<file path="config.mk">
export PLATFORM = sky130hd
export DESIGN_NAME = discharge_recovery_ctrl
export DESIGN_NICKNAME = d
export VERILOG_FILES = /design/src/rtl/drc_pkg.sv /design/src/rtl/drc_window_timer.sv /design/src/rtl/drc_release_qual.sv /design/src/rtl/drc_req_reg.sv /design/src/rtl/discharge_recovery_ctrl.sv
export SDC_FILE = /design/constraint.sdc
export NUM_CORES = 1
export LEC_CHECK = 0
export BUFFER_PORTS_ARGS = -buffer_cell sky130_fd_sc_hd__buf_4
export CORE_ASPECT_RATIO = 1.4
export CORE_MARGIN = 2
export CORE_UTILIZATION = 56
export DETAILED_ROUTE_END_ITERATION = 8
export HOLD_SLACK_MARGIN = 0.1
export PLACE_DENSITY = 0.89
export RECOVER_POWER = 100
export SLEW_MARGIN = 40
export SYNTH_ARGS = -nofsm -noshare
export SYNTH_HDL_FRONTEND = slang
export SYNTH_SLANG_ARGS = --single-unit
</file>
<file path="constraint.sdc">
create_clock -name clk -period 2.65 [get_ports clk]
set_clock_uncertainty 0.2 [all_clocks]
set_input_delay 0.1325 -clock clk [delete_from_list [all_inputs] [get_ports clk]]
set_output_delay 0.1325 -clock clk [all_outputs]
set_load 0.02 [all_outputs]
</file>
<file path="src/rtl/drc_pkg.sv">
package drc_pkg;
  typedef enum logic [2:0] {
    ST_SLEEP  = 3'd0,
    ST_CHECK  = 3'd1,
    ST_WINDOW = 3'd2,
    ST_QUAL   = 3'd3,
    ST_NORMAL = 3'd4
  } drc_state_e;

  localparam logic [1:0] MODE_SLEEP  = 2'b00;
  localparam logic [1:0] MODE_PROT   = 2'b01;
  localparam logic [1:0] MODE_NORMAL = 2'b10;
endpackage

</file>
<file path="src/rtl/drc_window_timer.sv">
module drc_window_timer #(
  parameter int LIMIT = 2200
) (
  input  logic clk,
  input  logic rst,
  input  logic run,
  input  logic tick,
  output logic done
);
  localparam int W = (LIMIT < 2) ? 1 : $clog2(LIMIT);
  localparam logic [W-1:0] LAST = W'(LIMIT - 1);

  logic [W-1:0] cnt;

  always_ff @(posedge clk) begin
    if (rst || !run) cnt <= '0;
    else if (tick && cnt != LAST) cnt <= cnt + 1'b1;
  end

  assign done = run && tick && (cnt == LAST);
endmodule

</file>
<file path="src/rtl/drc_release_qual.sv">
module drc_release_qual #(
  parameter int REL_TICKS    = 2000,
  parameter int SAMPLE_TICKS = 120
) (
  input  logic clk,
  input  logic rst,
  input  logic enable,
  input  logic cells_ok,
  input  logic tick,
  input  logic countdown,
  output logic done
);
  localparam int MAXL = (REL_TICKS > SAMPLE_TICKS) ? REL_TICKS : SAMPLE_TICKS;
  localparam int W    = $clog2(MAXL + 1);
  localparam logic [W-1:0] REL_W = W'(REL_TICKS);
  localparam logic [W-1:0] SMP_W = W'(SAMPLE_TICKS);

  logic [W-1:0] cnt;
  logic [W-1:0] limit;

  assign limit = countdown ? REL_W : SMP_W;

  always_ff @(posedge clk) begin
    if (rst || !enable || !cells_ok) cnt <= '0;
    else if (tick && cnt != limit) cnt <= cnt + 1'b1;
  end

  assign done = enable && cells_ok && tick && (cnt == limit);
endmodule

</file>
<file path="src/rtl/drc_req_reg.sv">
module drc_req_reg (
  input  logic clk,
  input  logic rst,
  input  logic accept,
  input  logic d_chg,
  input  logic d_dis,
  output logic q_chg,
  output logic q_dis
);
  always_ff @(posedge clk) begin
    if (rst) begin
      q_chg <= 1'b0;
      q_dis <= 1'b0;
    end else if (accept) begin
      q_chg <= d_chg;
      q_dis <= d_dis;
    end
  end
endmodule

</file>
<file path="src/rtl/discharge_recovery_ctrl.sv">
module discharge_recovery_ctrl
  import drc_pkg::*;
#(
  parameter int OV_DLY_TICKS = 1000,
  parameter int UV_DLY_TICKS = 2000,
  parameter int GUARD_TICKS  = 200,
  parameter int REL_TICKS    = 2000,
  parameter int SAMPLE_TICKS = 120,
  parameter int MON_W        = 3
) (
  input  logic             clk,
  input  logic             rst,
  input  logic             tick_ms,
  input  logic             supply_wake,
  input  logic             cells_above_rel,
  input  logic             cells_above_ce,
  input  logic             chg_cfg_en,
  input  logic [MON_W-1:0] mon_sel,
  input  logic             host_wr,
  input  logic             host_chg,
  input  logic             host_dis,
  output logic             chg_fet_en,
  output logic             dis_fet_en,
  output logic             reg_en,
  output logic             spi_en,
  output logic             rst_busy,
  output logic [1:0]       mode
);
  localparam int LONGER_DLY = (OV_DLY_TICKS > UV_DLY_TICKS) ? OV_DLY_TICKS : UV_DLY_TICKS;
  localparam int WIN_TICKS  = LONGER_DLY + GUARD_TICKS;

  drc_state_e st, st_nxt;
  logic win_done, qual_done, q_chg, q_dis, accept;

  assign accept = host_wr && (st != ST_SLEEP) && (st != ST_WINDOW);

  drc_req_reg u_req (
    .clk(clk), .rst(rst), .accept(accept),
    .d_chg(host_chg), .d_dis(host_dis),
    .q_chg(q_chg), .q_dis(q_dis)
  );

  drc_window_timer #(.LIMIT(WIN_TICKS)) u_win (
    .clk(clk), .rst(rst), .run(st == ST_WINDOW), .tick(tick_ms), .done(win_done)
  );

  drc_release_qual #(.REL_TICKS(REL_TICKS), .SAMPLE_TICKS(SAMPLE_TICKS)) u_qual (
    .clk(clk), .rst(rst), .enable(st == ST_QUAL), .cells_ok(cells_above_rel),
    .tick(tick_ms), .countdown(mon_sel != '0), .done(qual_done)
  );

  always_comb begin
    st_nxt = st;
    unique case (st)
      ST_SLEEP:  if (supply_wake) st_nxt = ST_CHECK;
      ST_CHECK:  if (!chg_cfg_en || cells_above_ce) st_nxt = ST_WINDOW;
      ST_WINDOW: if (win_done) st_nxt = ST_QUAL;
      ST_QUAL:   if (qual_done) st_nxt = ST_NORMAL;
      ST_NORMAL: st_nxt = ST_NORMAL;
      default:   st_nxt = ST_SLEEP;
    endcase
  end

  always_ff @(posedge clk) begin
    if (rst) st <= ST_SLEEP;
    else     st <= st_nxt;
  end

  always_comb begin
    unique case (st)
      ST_SLEEP:  mode = MODE_SLEEP;
      ST_NORMAL: mode = MODE_NORMAL;
      default:   mode = MODE_PROT;
    endcase
  end

  assign reg_en     = (st != ST_SLEEP);
  assign spi_en     = (st != ST_SLEEP);
  assign rst_busy   = (st == ST_WINDOW);
  assign chg_fet_en = ((st == ST_QUAL) || (st == ST_NORMAL)) && q_chg;
  assign dis_fet_en = (st == ST_NORMAL) && q_dis;
endmodule

</file>
Word-level counts from Yosys, hierarchy flattened
Index checks and enable logic that the tools add are counted.
Cells by class
  add/subtract/negate cells: 2
  muxes and demuxes: 7
  reduce and logical (&&, ||, !) cells: 24
  equality and inequality tests: 13
Operator list (number)
  $pmux 3 s5: 1
  $add 12x1->12 const B: 1
  $eq 12x12->1 const B: 1
  $mux 3: 4
  $ne 12x12->1 const B: 1
  $add 11x1->11 const B: 1
  $eq 11x11->1: 1
  $logic_and 1x1->1: 11
  $mux 11: 1
  $ne 11x11->1: 1
  $ne 2x2->1 const B: 4
  $eq 3x2->1 const B: 2
  $reduce_bool 3->1: 2
  $logic_or 1x1->1: 5
  $logic_not 1->1: 4
  $pmux 2 s2: 1
  $reduce_and 4->1: 1
  $eq 3x1->1 const B: 1
  $eq 3x3->1 const B: 1
  $logic_not 3->1: 1
  $ne 3x2->1 const B: 1
Storage, ports and cells
  flip-flop bits (word level): 28
  output and inout bits: 7
  word-level logic and storage cells: 51

Depth between registers and ports, before layout
Gate-level depths: netlist of run 1.
  word-level depth: 6
  mapped depth: 6

By module
Synthesis of run 1 repeated with hierarchy kept, for this count alone.
Unflattened totals
  cells, all modules: 178
  area total of the unflattened synthesis: 1511.4 sq um
By module, submodules not included
  drc_window_timer: seq. area each 240.2 sq um, area an instance 639.4 sq um, times used 1, cells each 74
  drc_release_qual: seq. area each 220.2 sq um, area an instance 578.1 sq um, times used 1, cells each 69
  discharge_recovery_ctrl: seq. area each 60.1 sq um, area an instance 226.5 sq um, times used 1, cells each 29
  drc_req_reg: seq. area each 40.0 sq um, area an instance 67.6 sq um, times used 1, cells each 6

Worst setup path after synthesis of run 1
No wires, ideal clock.
  path type: register to register
  start point: register u_qual.cnt[0]
  end point: register u_qual.cnt[0]
  setup time: 0.123 ns
  required time: 2.327 ns
  setup slack: 0.713 ns
  stages on the path, launching flop included: 7
  buffers on the path: 0
  data arrival time: 1.613 ns
  path through: dfxtp_1 inv_1 ha_1 and4b_1 or4b_4 nand3_1 mux2_1
On the way
  cells in the longest elaborated chain, start to end: 2
RTL lines
  start: declaration: RTL line drc_release_qual.sv:18  | logic [W-1:0] cnt;
  start signal: assignment: RTL line drc_release_qual.sv:25  | else if (tick && cnt != limit) cnt <= cnt + 1'b1;
  branches (longest 2 deep; another with $add 11x1->11)
Several ways; the timed one is not identified.
A chain may end at the register's enable or synchronous reset.

Final worst setup path of run 1
  start point: register u_qual.cnt[0]
  end point: register st[0]
On the way
  cells in the longest elaborated chain, start to end: 4
RTL lines
  $eq 11x11->1: RTL line drc_release_qual.sv:28  | assign done = enable && cells_ok && tick && (cnt == limit);
  $logic_and 1x1->1: RTL line drc_release_qual.sv:28
  $ne 2x2->1 (no line)
  $reduce_and 4->1 (no line)
  end signal: assignment: RTL line discharge_recovery_ctrl.sv:66  | else st <= st_nxt;
  end: declaration: RTL line discharge_recovery_ctrl.sv:32  | drc_state_e st, st_nxt;
No other way between the ends.

==> flow_summary.toml, run 1 <==
[pwr]
combPwrFrac = 0.137
power_switching_share = 0.262
power.internal_uw = 559
power_density_mw_per_mm2 = 454
switching_power_uw = 198
p_leak_nw = 0.585
seqPwrFrac = 0.585
vdd_drop_max_uv = 424
pwr-share-clk = 0.278

[cts]
cts_tree = "done"
cts.reportedPaths.clkPinSlew_ns = 0.15
clock_sinks = 28
cts_made_buffers = 3
insertion_delay_ns = 0.33
clockRootBuffer = "clkbuf_4"
htreeDepth = 1
cts_buffer_depth = 2

[route]
dr.pass1.iters = 4
final_antenna_net_count = 0
wl_per_cell_microns = 13.6
drc = 0
wl_mm = 3.13
vias_per_cell = 5.73
routed-via-count = 1317
drt_iter0_markers = 27

[logic_synthesis]
yosysTopAreaCellShare = 0.390
synthesis.area_sq_mm = 0.00144
ys_seq_area_frac = 0.390
synthDistinctLibCells = 35
synth_area_leaders = "dfxtp_1 (39%), nor2_1 (6.8%), xor2_1 (4.9%)"
synth_top_cell_by_area = "dfxtp_1"
synth_warnings = 0
syn_nets = 183
synth.avg_cell_area_sq_um = 8.61
syn_inst = 167
ys_ff_latch = 28

[global_routing]
grt_start_max_net_pins = 16
grt_use_total = 0.232
grt_overflow = 0
first_global_vias = 1289
antenna_found_initial = 0
grt_pass1_wl_mm = 5.25

[critical_path]
critPathMaxFanout = 5
startpoint_type = "flop"
critPathRequiredTime_ns = 2.69
r2r_end = "st[0]"
critical_path.endpoint_type = "flop"
cp.arrival_ns = 2.60
criticalPathCategory = "reg -> reg"
timing.rr.start = "u_qual.cnt[0]"
reg2reg_slack_ns = 0.1
reg2reg_depth = 7

[floorplanning]
die_h_microns = 64.0
core_sq_mm = 0.00242
die-area_sq_mm = 0.00299
die_w_microns = 46.8
start_util = 0.595
rows = 21
num_io_pins = 20

[layout]
final_cell_mix = "dfxtp_1 (28), nor2_1 (26), nand2_1 (14), buf_4 (11), dlygate4sd3_1 (10)"
final_cells = 230
utilization = 0.689
multi_input_area_sq_um = 785
area_growth_pct = 15.9
final_common_cell = "dfxtp_1"
fillers = 199
seq_area_sq_um = 561
antenna_cells = 0
layout-drive-gt1-share = 0.0918
nets = 213

[placement]
dp_hpwl_mm = 2.13
place_inst = 216
gp_congestion = 0.890
port_buffers = 19

[timing]
post-route-period-util = 0.964
slew_viol_final = 0
hold_viol = 0
timing.slew.headroom = 0.627
holdWs_ns = 0.138
fmax_mhz = 392
finalSetupViolCount = 0
fin_tns_setup_ns = 0
min_period_ns = 2.55
worst_pin_slew_ns = 0.560
rsz0062_at_grt = "false"

[job]
cap_violations = 0

[min_path]
hold_path_class = "in -> reg"
hold_end = "u_qual.cnt[2]"
worstHoldStart = "mon_sel[2]"
whs_path_depth = 5

[run_status]
status = "finished, final reports clean"
[Yosys cell counts]
| master | number |
|---|---|
| a211oi_1 | 1 |
| a21boi_0 | 1 |
| a21oi_1 | 7 |
| a311o_1 | 1 |
| and2_1 | 1 |
| and3_1 | 4 |
| and4b_1 | 1 |
| buf_4 | 1 |
| buf_6 | 3 |
| clkbuf_1 | 1 |
| dfxtp_1 | 28 |
| ha_1 | 3 |
| inv_1 | 7 |
| mux2_1 | 1 |
| mux2i_1 | 3 |
| nand2_1 | 14 |
| nand2b_1 | 2 |
| nand3_1 | 6 |
| nand4_1 | 8 |
| nand4b_1 | 2 |
| nand4bb_1 | 1 |
| nor2_1 | 26 |
| nor3_1 | 5 |
| nor4_1 | 4 |
| nor4bb_1 | 1 |
| o21ai_0 | 7 |
| o2bb2ai_1 | 1 |
| o311ai_2 | 1 |
| o31ai_1 | 1 |
| o31ai_4 | 1 |
| or3_1 | 6 |
| or3b_2 | 1 |
| or4b_4 | 2 |
| xnor2_1 | 7 |
| xor2_1 | 8 |
[sequential cells by signal, indices dropped and copies added (netlist names)]
| name | count |
|---|---|
| u_win.cnt | 12 |
| u_qual.cnt | 11 |
| st | 3 |
| u_req.q_chg | 1 |
| u_req.q_dis | 1 |
[worst max path at each step]
stage	cells after the start	slack (ns)	end	start
4_1_cts	7	0.15	st[0]	u_qual.cnt[0]
5_1_grt	7	0.008	st[0]	u_qual.cnt[0]
2_1_floorplan	6	0.71	u_qual.cnt[0]	u_qual.cnt[0]
3_3_place_gp	6	0.69	u_qual.cnt[0]	u_qual.cnt[0]
6_report	7	0.1	st[0]	u_qual.cnt[0]
3_5_place_dp	6	0.61	u_qual.cnt[0]	u_qual.cnt[0]
[routing by layer]
layer | vias to the layer above | GRT usage | wire length (microns) | part of all wire
li1 | 649 | - | - | -
met1 | 639 | 0.247 | 1240 | 0.40
met2 | 23 | 0.414 | 1750 | 0.56
met3 | 6 | 0.0452 | 90 | 0.029
met4 | 0 | 0.0972 | 51 | 0.016
met5 | - | 0 | 0 | 0
[layout make-up]
type | count | share of cell area
multi-input cells | 127 | 0.471
clock buffers | 4 | 0.0218
flip-flops and latches | 28 | 0.336
repair buffers | 30 | 0.130
well taps | 34 | 0.0255
inverters | 7 | 0.0158
[power groups by stage]
stage               clock network [mW]  registers, mW  logic [mW]
CTS                              0.208          0.442       0.116
global placement                     0          0.450      0.0968
finish                           0.210          0.443       0.104
detailed placement                   0          0.451       0.101
floorplan                            0          0.444      0.0739
global route                     0.229          0.445       0.111
[worst max-delay path: stages (launching register included)]
cell,delay (ns)
dfxtp_1,0.38
inv_1,0.08
ha_1,0.15
and4b_1,0.21
or4b_4,0.49
a21oi_1,0.27
a211oi_1,0.12
dlygate4sd3_1,0.56
[through the flow]
step / total power, mW / setup slack, ns / instance area [sq um]
global placement: 0.547 / 0.686 / 1590
CTS: 0.766 / 0.152 / 1720
floorplan: 0.518 / 0.713 / 1440
finish: 0.757 / 0.0960 / 1670
global route: 0.786 / 0.00828 / 1670
detailed placement: 0.551 / 0.608 / 1590
[what timing repair did]
action / CTS / global route
setup buffers: 0 / 0
setup endpoints to repair: 0 / 0
hold buffers: 10 / 0
resized for setup: 0 / 0
endpoints found under the hold margin: 19 / 0
[cells by family (layout without fill, tap and decap cells)]
logic type,Yosys count,after routing,share of synthesized area
and+or+nand+nor,84,84,0.311
DFF,28,28,0.390
AOI/OAI and AO/OA,21,21,0.104
xor gates and xnor gates,15,15,0.0914
buffers and inverters,12,41,0.0496
muxes,4,4,0.0287
adders and majority gates,3,3,0.0261
No activity file was read; power rests on OpenSTA's default activity.
==> inputs of run 2 (changes only) <==
--- a/config.mk
+++ b/config.mk
@@ -5,13 +5,14 @@
 export SDC_FILE = /design/constraint.sdc
 export NUM_CORES = 1
 export LEC_CHECK = 0
+export ABC_AREA = 1
 export BUFFER_PORTS_ARGS = -buffer_cell sky130_fd_sc_hd__buf_4
 export CORE_ASPECT_RATIO = 1.4
 export CORE_MARGIN = 2
-export CORE_UTILIZATION = 56
+export CORE_UTILIZATION = 46
 export DETAILED_ROUTE_END_ITERATION = 8
 export HOLD_SLACK_MARGIN = 0.1
-export PLACE_DENSITY = 0.89
+export PLACE_DENSITY = 0.76
 export RECOVER_POWER = 100
 export SLEW_MARGIN = 40
 export SYNTH_ARGS = -nofsm -noshare
==> flow_summary.toml, run 2 <==
[route]
dr.pass1.iters = 4
routed-via-count = 1781
wl_per_cell_microns = 11.4
wl_mm = 3.91
final_antenna_net_count = 0
drc = 0
vias_per_cell = 5.18
drt_iter0_markers = 63

[layout]
largest_reg_flops = 12
regMostFlops = "u_win.cnt"
antenna_cells = 0
final_common_cell = "nand2_1"
fin_area_sq_mm = 0.00199
final_cell_mix = "nand2_1 (72), nor2_1 (38), inv_1 (36), nand3_1 (33), dfxtp_1 (28)"
reg_top3 = "u_win.cnt x12, u_qual.cnt x11, st x3"
nets = 320
layout-drive-gt1-share = 0.0629
area_growth_pct = 15.7

[logic_synthesis]
syn_nets = 289
syn_inst = 273
synthMuxAreaShare = 0
yosysTopAreaCellShare = 0.326
ys.flop_type = "dfxtp_1"
yosys.area_share.adder = 0.0218
synth_most_common_cell = "nand2_1"
synthesis.area_sq_mm = 0.00172
synthXorXnorAreaFrac = 0.0560
ys_seq_area_frac = 0.326
synth_top_family_by_area = "simple AND/OR/NAND/NOR gates"
synth_top_cell_by_area = "dfxtp_1"
synth_warnings = 0
synth.avg_cell_area_sq_um = 6.30
synth_area_leaders = "dfxtp_1 (33%), nand2_1 (15%), nand3_1 (9.6%)"
synthDistinctLibCells = 23
synth_common_cells = "nand2_1 (70), inv_1 (36), nor2_1 (36)"
synth_compound_area_frac = 0.0932
synth_enable_flop_cells = 0
synth-simple-area-share = 0.397
async_flop_share = 0
ys_ff_latch = 28

[timing]
worst_pin_slew_ns = 0.413
hold_viol = 0
rsz0062_at_grt = "false"
min_period_ns = 2.41
fin_tns_setup_ns = 0
timing.slew.headroom = 0.724
finalSetupViolCount = 0
post-route-period-util = 0.909
fmax_mhz = 415
slew_viol_final = 0

[critical_path]
critical_path.endpoint_type = "flop"
criticalPathCategory = "reg -> reg"
critPathMaxStageDelay_ns = 0.59
startpoint_type = "flop"
path_cells = "nor2_1 > inv_1 > nand2_1 > o21ai_0 > dlygate4sd3_1 > a21oi_1 > dlygate4sd3_1"
path_common_cell = "dlygate4sd3_1"
crit_slowest_cell = "dlygate4sd3_1"
critPathRequiredTime_ns = 2.61
critPathMaxFanout = 4
cp.arrival_ns = 2.37

[global_routing]
grt_start_max_net_pins = 18
antenna_found_initial = 0
first_global_vias = 1761
grt_use_total = 0.195
grt_pass1_wl_mm = 6.88
grt_overflow = 0

[cts]
insertion_delay_ns = 0.27
cts.reportedPaths.clkPinSlew_ns = 0.09
cts_buffer_depth = 2
cts_resized = 0
clock_sinks = 28
htreeDepth = 1
clockRootBuffer = "clkbuf_8"
cts_tree = "done"
cts_made_buffers = 3

[run_status]
status = "finished, final reports clean"

[pwr]
vdd_drop_max_uv = 437
p_leak_nw = 0.745
power_density_mw_per_mm2 = 542

[placement]
gp_congestion = 0.819
port_buffers = 19
dp_hpwl_mm = 2.88
placed_cell_area_sq_mm = 0.00188

[min_path]
hold_path_class = "in -> reg"

[floorplanning]
core_sq_mm = 0.00361
die_h_microns = 76.3
rows = 26
start_util = 0.476
die-area_sq_mm = 0.00425
die_w_microns = 55.7
num_io_pins = 20

[job]
cap_violations = 0
## run 2: worst max-delay path, delay by kind of cell (launching register included)
kind	cells	cell delay (ns)
AOI/OAI and AO/OA	2	0.26
buffers and inverters	3	1.23
DFF	1	0.40
and+or+nand+nor	2	0.21
## run 2: area by class of cell
type	count	area [sq um]
fill	366	1620
inverter	38	143
multi-input combinational	202	952
tap	42	52.6
clock buffer	3	41.3
sequential	28	561
timing repair buffer	31	240
## run 2: where the power goes
group / internal (mW) / switching (mW) / total, mW
Clock: 0.102 / 0.121 / 0.223
Sequential: 0.450 / 0.0270 / 0.477
Combinational: 0.134 / 0.245 / 0.378
## run 2: what timing repair did
action	in CTS	in global routing
hold buffers	12	0
hold endpoints to repair	14	0
buffers inserted	0	0
## run 2: layer usage
| metal | routed length (microns) | share of wire | vias to the layer above | GRT usage |
|---|---|---|---|---|
| li1 | - | - | 923 | - |
| met1 | 1580 | 0.40 | 824 | 0.198 |
| met2 | 2160 | 0.55 | 24 | 0.377 |
| met3 | 67 | 0.017 | 10 | 0.0221 |
| met4 | 94 | 0.024 | 0 | 0.0976 |
| met5 | 0 | 0 | - | 0 |
## run 2: kinds of logic after synthesis
group,Yosys count
simple gates,156
buf+inv,43
fa+ha+maj,3
flops,28
compound gates,32
xor+xnor,11
## run 2: path summary, 6_finish.rpt
check	start	to	slack (ns)	cells after the start
setup reg to reg	st[0]	u_req.q_chg	0.24	7
setup / recovery	st[0]	u_req.q_chg	0.24	7
hold / removal	cells_above_rel	st[2]	0.17	7
hold reg to reg	u_win.cnt[10]	u_win.cnt[10]	0.29	2
## run 2: per-stage QoR
step                      hold slack, ns  std cells  utilization  power (mW)  worst slack, ns
after floorplan                  0.00485        273            -       0.741            0.958
after global placement             0.129        329        0.519       0.847            0.799
after detailed placement           0.131        329        0.519       0.850            0.767
after CTS                          0.159        344        0.564        1.12            0.385
after global routing               0.205        344        0.551        1.15            0.169
final                              0.172        344        0.551        1.08            0.241
